[src/rtl/accel_ctrl_pkg.sv]
package accel_ctrl_pkg;
  typedef enum logic [2:0] {
    ST_IDLE   = 3'd0,
    ST_EXEC   = 3'd1,
    ST_WIPE_D = 3'd2,
    ST_WIPE_I = 3'd3,
    ST_LOCKED = 3'd4
  } op_state_e;

  localparam int unsigned IDX_W = 3;
  localparam logic [IDX_W-1:0] IDX_CMD        = 3'd0;
  localparam logic [IDX_W-1:0] IDX_CTRL       = 3'd1;
  localparam logic [IDX_W-1:0] IDX_STATUS     = 3'd2;
  localparam logic [IDX_W-1:0] IDX_ERR        = 3'd3;
  localparam logic [IDX_W-1:0] IDX_ALERT_TEST = 3'd4;
  localparam logic [7:0] STATUS_LOCKED = 8'hFF;
endpackage

[src/rtl/accel_ctrl_fsm.sv]
module accel_ctrl_fsm
  import accel_ctrl_pkg::*;
#(
  parameter logic [7:0] CMD_EXEC   = 8'hD8,
  parameter logic [7:0] CMD_WIPE_D = 8'hC3,
  parameter logic [7:0] CMD_WIPE_I = 8'h1E
) (
  input  logic      clk,
  input  logic      rst,
  input  logic      cmd_wr,
  input  logic [7:0] cmd_code,
  input  logic      lock_req,
  input  logic      exec_done,
  input  logic      wipe_done,
  output op_state_e state_q,
  output logic      exec_end
);
  op_state_e state_d;

  assign exec_end = (state_q == ST_EXEC) && exec_done && !lock_req;

  always_comb begin
    state_d = state_q;
    if (state_q == ST_LOCKED || lock_req) begin
      state_d = ST_LOCKED;
    end else begin
      unique case (state_q)
        ST_IDLE: begin
          if (cmd_wr) begin
            if (cmd_code == CMD_EXEC)        state_d = ST_EXEC;
            else if (cmd_code == CMD_WIPE_D) state_d = ST_WIPE_D;
            else if (cmd_code == CMD_WIPE_I) state_d = ST_WIPE_I;
          end
        end
        ST_EXEC:              if (exec_done) state_d = ST_IDLE;
        ST_WIPE_D, ST_WIPE_I: if (wipe_done) state_d = ST_IDLE;
        default:              state_d = ST_LOCKED;
      endcase
    end
  end

  always_ff @(posedge clk) begin
    if (rst) state_q <= ST_IDLE;
    else     state_q <= state_d;
  end
endmodule

[src/rtl/accel_ctrl_regs.sv]
module accel_ctrl_regs
  import accel_ctrl_pkg::*;
#(
  parameter int unsigned DATA_W = 32,
  parameter int unsigned ERR_W  = 8
) (
  input  logic              clk,
  input  logic              rst,
  input  logic              wr_en,
  input  logic              rd_en,
  input  logic [IDX_W-1:0]  idx,
  input  logic [DATA_W-1:0] wdata,
  input  op_state_e         state_q,
  input  logic              exec_end,
  input  logic [ERR_W-1:0]  exec_err,
  output logic              ctrl_fatal_q,
  output logic [ERR_W-1:0]  err_q,
  output logic [DATA_W-1:0] rdata_q
);
  localparam int unsigned PAD_ERR = DATA_W - ERR_W;
  localparam int unsigned PAD_ST  = DATA_W - 8;

  logic [7:0]        status_byte;
  logic [DATA_W-1:0] rd_mux;

  assign status_byte = (state_q == ST_LOCKED) ? STATUS_LOCKED : {6'd0, state_q[1:0]};

  always_comb begin
    rd_mux = '0;
    unique case (idx)
      IDX_CTRL:   rd_mux = {{(DATA_W-1){1'b0}}, ctrl_fatal_q};
      IDX_STATUS: rd_mux = {{PAD_ST{1'b0}}, status_byte};
      IDX_ERR:    rd_mux = {{PAD_ERR{1'b0}}, err_q};
      default:    rd_mux = '0;
    endcase
  end

  always_ff @(posedge clk) begin
    if (rst) begin
      ctrl_fatal_q <= 1'b0;
      err_q        <= '0;
      rdata_q      <= '0;
    end else begin
      if (wr_en && idx == IDX_CTRL) ctrl_fatal_q <= wdata[0];
      if (exec_end)                 err_q        <= exec_err;
      rdata_q <= rd_en ? rd_mux : '0;
    end
  end
endmodule

[src/rtl/accel_ctrl_alerts.sv]
module accel_ctrl_alerts (
  input  logic clk,
  input  logic rst,
  input  logic lock_now,
  input  logic exec_end,
  input  logic err_nonzero,
  input  logic test_fatal,
  input  logic test_recov,
  output logic fatal_q,
  output logic recov_q
);
  always_ff @(posedge clk) begin
    if (rst) begin
      fatal_q <= 1'b0;
      recov_q <= 1'b0;
    end else begin
      fatal_q <= lock_now || test_fatal;
      recov_q <= (exec_end && err_nonzero) || test_recov;
    end
  end
endmodule

[src/rtl/accel_ctrl.sv]
module accel_ctrl
  import accel_ctrl_pkg::*;
#(
  parameter int unsigned DATA_W     = 32,
  parameter int unsigned ERR_W      = 8,
  parameter logic [7:0]  CMD_EXEC   = 8'hD8,
  parameter logic [7:0]  CMD_WIPE_D = 8'hC3,
  parameter logic [7:0]  CMD_WIPE_I = 8'h1E
) (
  input  logic              clk,
  input  logic              rst,
  input  logic              reg_wr_en,
  input  logic              reg_rd_en,
  input  logic [2:0]        reg_addr,
  input  logic [DATA_W-1:0] reg_wdata,
  output logic [DATA_W-1:0] reg_rdata,
  input  logic              bus_integ_err,
  input  logic              fatal_err,
  input  logic              sw_err,
  input  logic              exec_done,
  input  logic [ERR_W-1:0]  exec_err_bits,
  input  logic              wipe_done,
  input  logic [DATA_W-1:0] mem_rdata_in,
  output logic [DATA_W-1:0] mem_rdata_out,
  output logic              alert_fatal_o,
  output logic              alert_recov_o
);
  op_state_e        state_q;
  logic             exec_end;
  logic             ctrl_fatal_q;
  logic [ERR_W-1:0] err_q;
  logic             lock_req;
  logic             cmd_wr;
  logic             test_wr;
  logic [DATA_W-1:0] mem_q;

  assign cmd_wr   = reg_wr_en && reg_addr == IDX_CMD;
  assign test_wr  = reg_wr_en && reg_addr == IDX_ALERT_TEST;
  assign lock_req = bus_integ_err || fatal_err
                 || (state_q == ST_EXEC && sw_err && ctrl_fatal_q);

  accel_ctrl_fsm #(
    .CMD_EXEC(CMD_EXEC), .CMD_WIPE_D(CMD_WIPE_D), .CMD_WIPE_I(CMD_WIPE_I)
  ) u_fsm (
    .clk(clk), .rst(rst), .cmd_wr(cmd_wr), .cmd_code(reg_wdata[7:0]),
    .lock_req(lock_req), .exec_done(exec_done), .wipe_done(wipe_done),
    .state_q(state_q), .exec_end(exec_end)
  );

  accel_ctrl_regs #(.DATA_W(DATA_W), .ERR_W(ERR_W)) u_regs (
    .clk(clk), .rst(rst), .wr_en(reg_wr_en), .rd_en(reg_rd_en), .idx(reg_addr),
    .wdata(reg_wdata), .state_q(state_q), .exec_end(exec_end),
    .exec_err(exec_err_bits), .ctrl_fatal_q(ctrl_fatal_q), .err_q(err_q),
    .rdata_q(reg_rdata)
  );

  accel_ctrl_alerts u_alerts (
    .clk(clk), .rst(rst),
    .lock_now(lock_req || state_q == ST_LOCKED),
    .exec_end(exec_end), .err_nonzero(|exec_err_bits),
    .test_fatal(test_wr && reg_wdata[0]), .test_recov(test_wr && reg_wdata[1]),
    .fatal_q(alert_fatal_o), .recov_q(alert_recov_o)
  );

  always_ff @(posedge clk) begin
    if (rst) mem_q <= '0;
    else     mem_q <= (state_q == ST_IDLE) ? mem_rdata_in : '0;
  end
  assign mem_rdata_out = mem_q;
endmodule

[config.mk]
export PLATFORM = sky130hd
export DESIGN_NAME = accel_ctrl
export DESIGN_NICKNAME = d
export VERILOG_FILES = /design/src/rtl/accel_ctrl_pkg.sv /design/src/rtl/accel_ctrl_fsm.sv /design/src/rtl/accel_ctrl_regs.sv /design/src/rtl/accel_ctrl_alerts.sv /design/src/rtl/accel_ctrl.sv
export SDC_FILE = /design/constraint.sdc
export NUM_CORES = 1
export LEC_CHECK = 0
export ABC_AREA = 0
export BUFFER_PORTS_ARGS = -buffer_cell sky130_fd_sc_hd__buf_4
export CAP_MARGIN = 30
export CORE_UTILIZATION = 40
export CTS_CLUSTER_DIAMETER = 50
export CTS_CLUSTER_SIZE = 14
export DETAILED_ROUTE_END_ITERATION = 10
export PLACE_DENSITY = 0.87
export SETUP_SLACK_MARGIN = 0.2
export SYNTH_ARGS = -nofsm -noshare
export SYNTH_HDL_FRONTEND = slang
export SYNTH_SLANG_ARGS = --single-unit
[constraint.sdc]
create_clock -name clk -period 2.3 [get_ports clk]
set_clock_uncertainty 0.15 [all_clocks]
set_input_delay 0 -clock clk [delete_from_list [all_inputs] [get_ports clk]]
set_output_delay 0 -clock clk [all_outputs]
set_load 0.03 [all_outputs]
======== Yosys cells after proc, flatten, opt, wreduce, memory -nomap -nowiden ========
Cells that the tools add are included.
storage, ports and cells
  register bits ........................... 78
  input port bits ......................... 84
  output and inout port bits .............. 66
  logic and storage cells ................. 64
cells by class
  eq/ne operators ......................... 19
  mux-type cells .......................... 10
  bitwise logic cells ..................... 2
  reduce and logical (&&, ||, !) cells .... 25
operator list
  operator            number
  $pmux 8 s3          1
  $mux 3              7
  $eq 8x8->1 const B  2
  $eq 3x2->1 const B  4
  $logic_and 1x1->1   10
  $ne 3x2->1 const B  3
  $pmux 3 s3          1
  $eq 8x5->1 const B  1
  $mux 8              1
  $reduce_and 4->1    2
  $reduce_or 2->1     4
  $reduce_or 8->1     1
  $eq 3x1->1 const B  2
  $eq 3x3->1 const B  2
  $logic_not 3->1     2
  $ne 2x2->1 const B  3
  $logic_or 1x1->1    5
  $ne 5x1->1 const B  1
  $ne 4x1->1 const B  1
  $not 1->1           2
  $logic_not 1->1     1

======== Longest topological paths before layout ========
  depth after elaboration ................. 8
  mapped depth ............................ 6
  gate-level depth less buffers ........... 4

======== Cells and area by module ========
From an unflattened synthesis, not the netlist that was laid out.
second synthesis, totals
  cells, all modules ...................... 206
  area total of the unflattened synthesis .. 2110.8 um^2
by module, submodules not included
  module             times used  cells an instance  area each (um^2)  seq. area each (um^2)
  accel_ctrl         1           81                 982.2             640.6
  accel_ctrl_regs    1           91                 835.8             340.3
  accel_ctrl_fsm     1           28                 236.5             60.1
  accel_ctrl_alerts  1           6                  56.3              40.0

======== Least setup slack after synthesis ========
No wires, ideal clock.
  path kind ............................... register to register
  start ................................... reg u_fsm.state_q[1]
  end ..................................... reg u_fsm.state_q[0]
  setup time .............................. 118 ps
  arrival time ............................ 1179 ps
  data required time ...................... 2032 ps
  path slack .............................. 853 ps
  cell stages (with the launch flop) ...... 6
  path buffers ............................ 1
  period minus slack after synthesis ...... 1447 ps
  cell sequence ........................... dfxtp_1 > buf_2 > and3b_1 > a211oi_2 > a21oi_1 > o2111a_1
on the way
  word-level cells in the longest chain between the ends .. 6
  elaborated cells on any way between the ends .. 17
  classes of those cells .................. eq/ne (8); mux (1); reduce/logical (8)
ends and longest elaborated chain
  what                                                                      RTL line              source
  start: declaration                                                        accel_ctrl_fsm.sv:15  output op_state_e state_q,
  start signal: assignment                                                  accel_ctrl_fsm.sv:44  else state_q <= state_d;
  parallel branches: the longest is 6 deep, another holds $reduce_and 4->1  n/a
Several ways; the timed one is not identified.
A chain may end at the register's enable or synchronous reset.

======== Worst setup path in the final report ========
  start ................................... in reg_addr[2]
  end ..................................... reg u_regs.rdata_q[1]
on the way
  word-level cells in the longest chain between the ends .. 2
  elaborated cells on any way between the ends .. 4
  classes of those cells .................. eq/ne (3); mux (1)
ends and longest elaborated chain
  what                                      RTL line               source
  start: declaration                        accel_ctrl.sv:14       input logic [2:0] reg_addr,
  $eq 3x2->1 or $eq 3x1->1 (tied branches)  accel_ctrl_regs.sv:30  unique case (idx)
  $pmux 8 s3 *                              accel_ctrl_regs.sv:30
  end signal: assignment                    accel_ctrl_regs.sv:46  rdata_q <= rd_en ? rd_mux : '0;
  end: declaration                          accel_ctrl_regs.sv:18  output logic [DATA_W-1:0] rdata_q
Mark *: on every way between the ends. The rest lies on a longest branch, timed or not.

==> flow_summary.yaml <==
power_and_ir_drop:
  switching_share: 0.2700
  p_comb_frac: 0.209
  p_leak_nw: 1.640
  clockPowerShare: 0.267
  peakVddDrop_uv: 243.3
  powerDensity_nw_per_um2: 535.3
  intPower_w: 0.001363
  power_frac_seq: 0.524
  power_switching_w: 0.0005042
route:
  drc: 0
  dr.pass1.iters: 4
  drt_iter0_markers: 56
  wl_per_cell_um: 13.75
  vias: 1978
  wl_um: 5939
  drtAntennaViolNets: 0
  vias_per_cell: 4.579
grt:
  grt_use_met3: 0.03523
  grt_pass1_wl_um: 8928
  met2_usage: 0.4104
  grtUsageMet1: 0.2206
  antenna_found_initial: 0
  grt_use_total: 0.2171
  grt_max_degree: 33
  grt_most_used_layer: "met2"
  grt_pass1_vias: 1929
  grt_overflow_total: 0
floorplanning:
  rows: 25
  die_area_um2: 5536
  io_pins: 150
  core_area_um2: 4880
  start_util: 0.4297
  die_w_um: 74.41
  chipHeight_um: 74.41
final_layout:
  fin_nets: 449
  fin_util: 0.7149
  final_cells: 432
  diodes: 0
  area_delta_synth_final_pct: 66.35
  drive_above_1_share: 0.3397
setup_path:
  path_cells: "dlygate4sd3_1 -> buf_4 -> nand2b_1 -> dlygate4sd3_1 -> nor3_2 -> dlygate4sd3_1"
  arrival_ns: 2.15
  crit_buf_inv: 4
  worst_setup_path_end_kind: "register"
  critPathSlowestCell: "dlygate4sd3_1"
  crit_family: "buffers and inverters"
  crit_path_frequent_cell: "dlygate4sd3_1"
  crit_fanout: 7
  path_class: "input port to register"
  startpoint_type: "input port"
  slowest_delay_ns: 0.59
  critical_path_required_ns: 2.40
cts:
  cts.clk_slew.worst_paths_ns: 0.09
  worstSkewPairLatency_ns: 0.30
  cts.sinks: 54
  cts_buffers: 5
  postCtsSetupBuffers: 0
  max-clock-path-buffers: 2
  cts_tree: "done"
  cts-htree-levels: 2
  ctsRootBufferMaster: "clkbuf_8"
placement:
  place_congestion: 0.8249
  io_buffer_count: 101
  dpl.cell_count: 365
  dpl.hpwl_um: 3575
worst_hold_path:
  hold_path.class: "input port to register"
timing:
  relSlewSlack: 0.5997
  hold_viol_final: 0
  rsz0062_at_grt: "false"
  finalSetupTns_ns: 0
  finalCriticalPeriod_ns: 2.054
  worstMarginPinSlew_ns: 0.5987
  drv_slew: 0
  fin_crit_sh: 0.8928
  max_freq_mhz: 487.0
  setup_violations: 0
synthesis:
  async_flop_share: 0
  synth_area_leaders: "dfxtp_1 52%, buf_4 10%, and2_1 9.5%"
  yosysMostFrequentCell: "dfxtp_1"
  ys_top_cells_by_count: "54 x dfxtp_1, 32 x and2_1, 28 x buf_4, 12 x nand2_1, 12 x nor2_1"
  synth.ff_latch_count: 54
  synth_top_area_share: 0.5155
  synth-main-ff-cell: "dfxtp_1"
  synth_cells: 205
  syn_area_per_cell_um2: 10.23
  ys.warnings.count: 0
  synth.largest_area_cell: "dfxtp_1"
  synth-edff-count: 0
  synthDistinctLibCells: 36
  yosysSeqAreaShare: 0.5155
  synth_area_um2: 2097
run_status:
  status: "finished clean"
run:
  maxCapViolations: 0
logic make-up after synthesis:
| family | share of synthesized area |
|---|---|
| simple gates | 0.2405 |
| other cells | 0.001788 |
| buf+inv | 0.1152 |
| flops | 0.5155 |
| compound gates | 0.07936 |
| mux | 0.04773 |
tightest hold or removal path: stages:
cell and delay (ns):
buf_4 0.08, nor4bb_1 0.05, o21ai_0 0.11, a22oi_1 0.10
mux2i_1 0.12
final timing paths:
path / from / cells past startpoint / end / slack, ns
worst max-delay path: reg_addr[2] / 6 / u_regs.rdata_q[1] / 0.25
worst min register to register: u_regs.err_q[2] / 2 / u_regs.rdata_q[2] / 0.34
worst max register to register: u_fsm.state_q[0] / 4 / u_regs.rdata_q[5] / 0.25
worst min-delay path: reg_wdata[5] / 5 / u_fsm.state_q[1] / 0.04
layout make-up:
| type | instances | area (um2) |
|---|---|---|
| Fill cell | 370 | 1391 |
| Timing Repair Buffer | 162 | 1366 |
| Sequential cell | 54 | 1085 |
| Multi-Input combinational cell | 140 | 865.8 |
| Tap cell | 67 | 83.83 |
| Clock buffer | 6 | 72.57 |
| Clock inverter | 1 | 7.507 |
| Inverter | 2 | 7.507 |
per-layer routing:
metal  part of all wire  vias up  wire length (um)
met5                  0        -                 0
met4              0.035        0               207
met3              0.072       17               426
met2               0.54      104              3190
met1               0.36      905              2115
li1                   -      952                 -
cell usage in the layout, fill, tap and decap left out, types with 4 or more instances in the layout:
cell type,count
buf_4,102
dlygate4sd3_1,60
dfxtp_1,51
and2_1,32
conb_1,24
nor2_1,12
nand2_1,12
mux2i_1,10
a21oi_2,7
a21oi_1,6
clkbuf_8,5
nor3_1,4
what timing repair did:
item	CTS	global route
hold buffers	60	0
hold endpoints to repair	54	0
gates resized for setup	0	4
setup endpoints to repair	0	3
flip-flops by register name (all words and copies together) (netlist names):
name,count
mem_rdata_out,32
u_alerts.fatal_q,1
u_fsm.state_q,3
u_alerts.recov_q,1
u_regs.rdata_q,8
u_regs.err_q,8
u_regs.ctrl_fatal_q,1
power groups by stage:
stage | Combinational (W) | Sequential [W] | Clock (W)
2_1_floorplan | 0.000145 | 0.00106 | 0
3_3_place_gp | 0.000306 | 0.000997 | 0
3_5_place_dp | 0.000311 | 0.000998 | 0
4_1_cts | 0.000384 | 0.000976 | 0.000504
5_1_grt | 0.000414 | 0.000981 | 0.000550
6_report | 0.000390 | 0.000978 | 0.000499
stage by stage:
stage                     hold slack (ns)  total power (W)  cell area, um2  setup slack [ns]
after floorplan                  -0.02829         0.001202            2183            0.8533
after global placement            0.05112         0.001303            2799            0.5957
after detailed placement          0.05503         0.001309            2799            0.5415
after CTS                         0.03594         0.001864            3480            0.2124
after global routing              0.06000         0.001946            3488            0.1997
final                             0.04171         0.001867            3488            0.2465
Note: power is estimated with default switching activity, not from simulation.
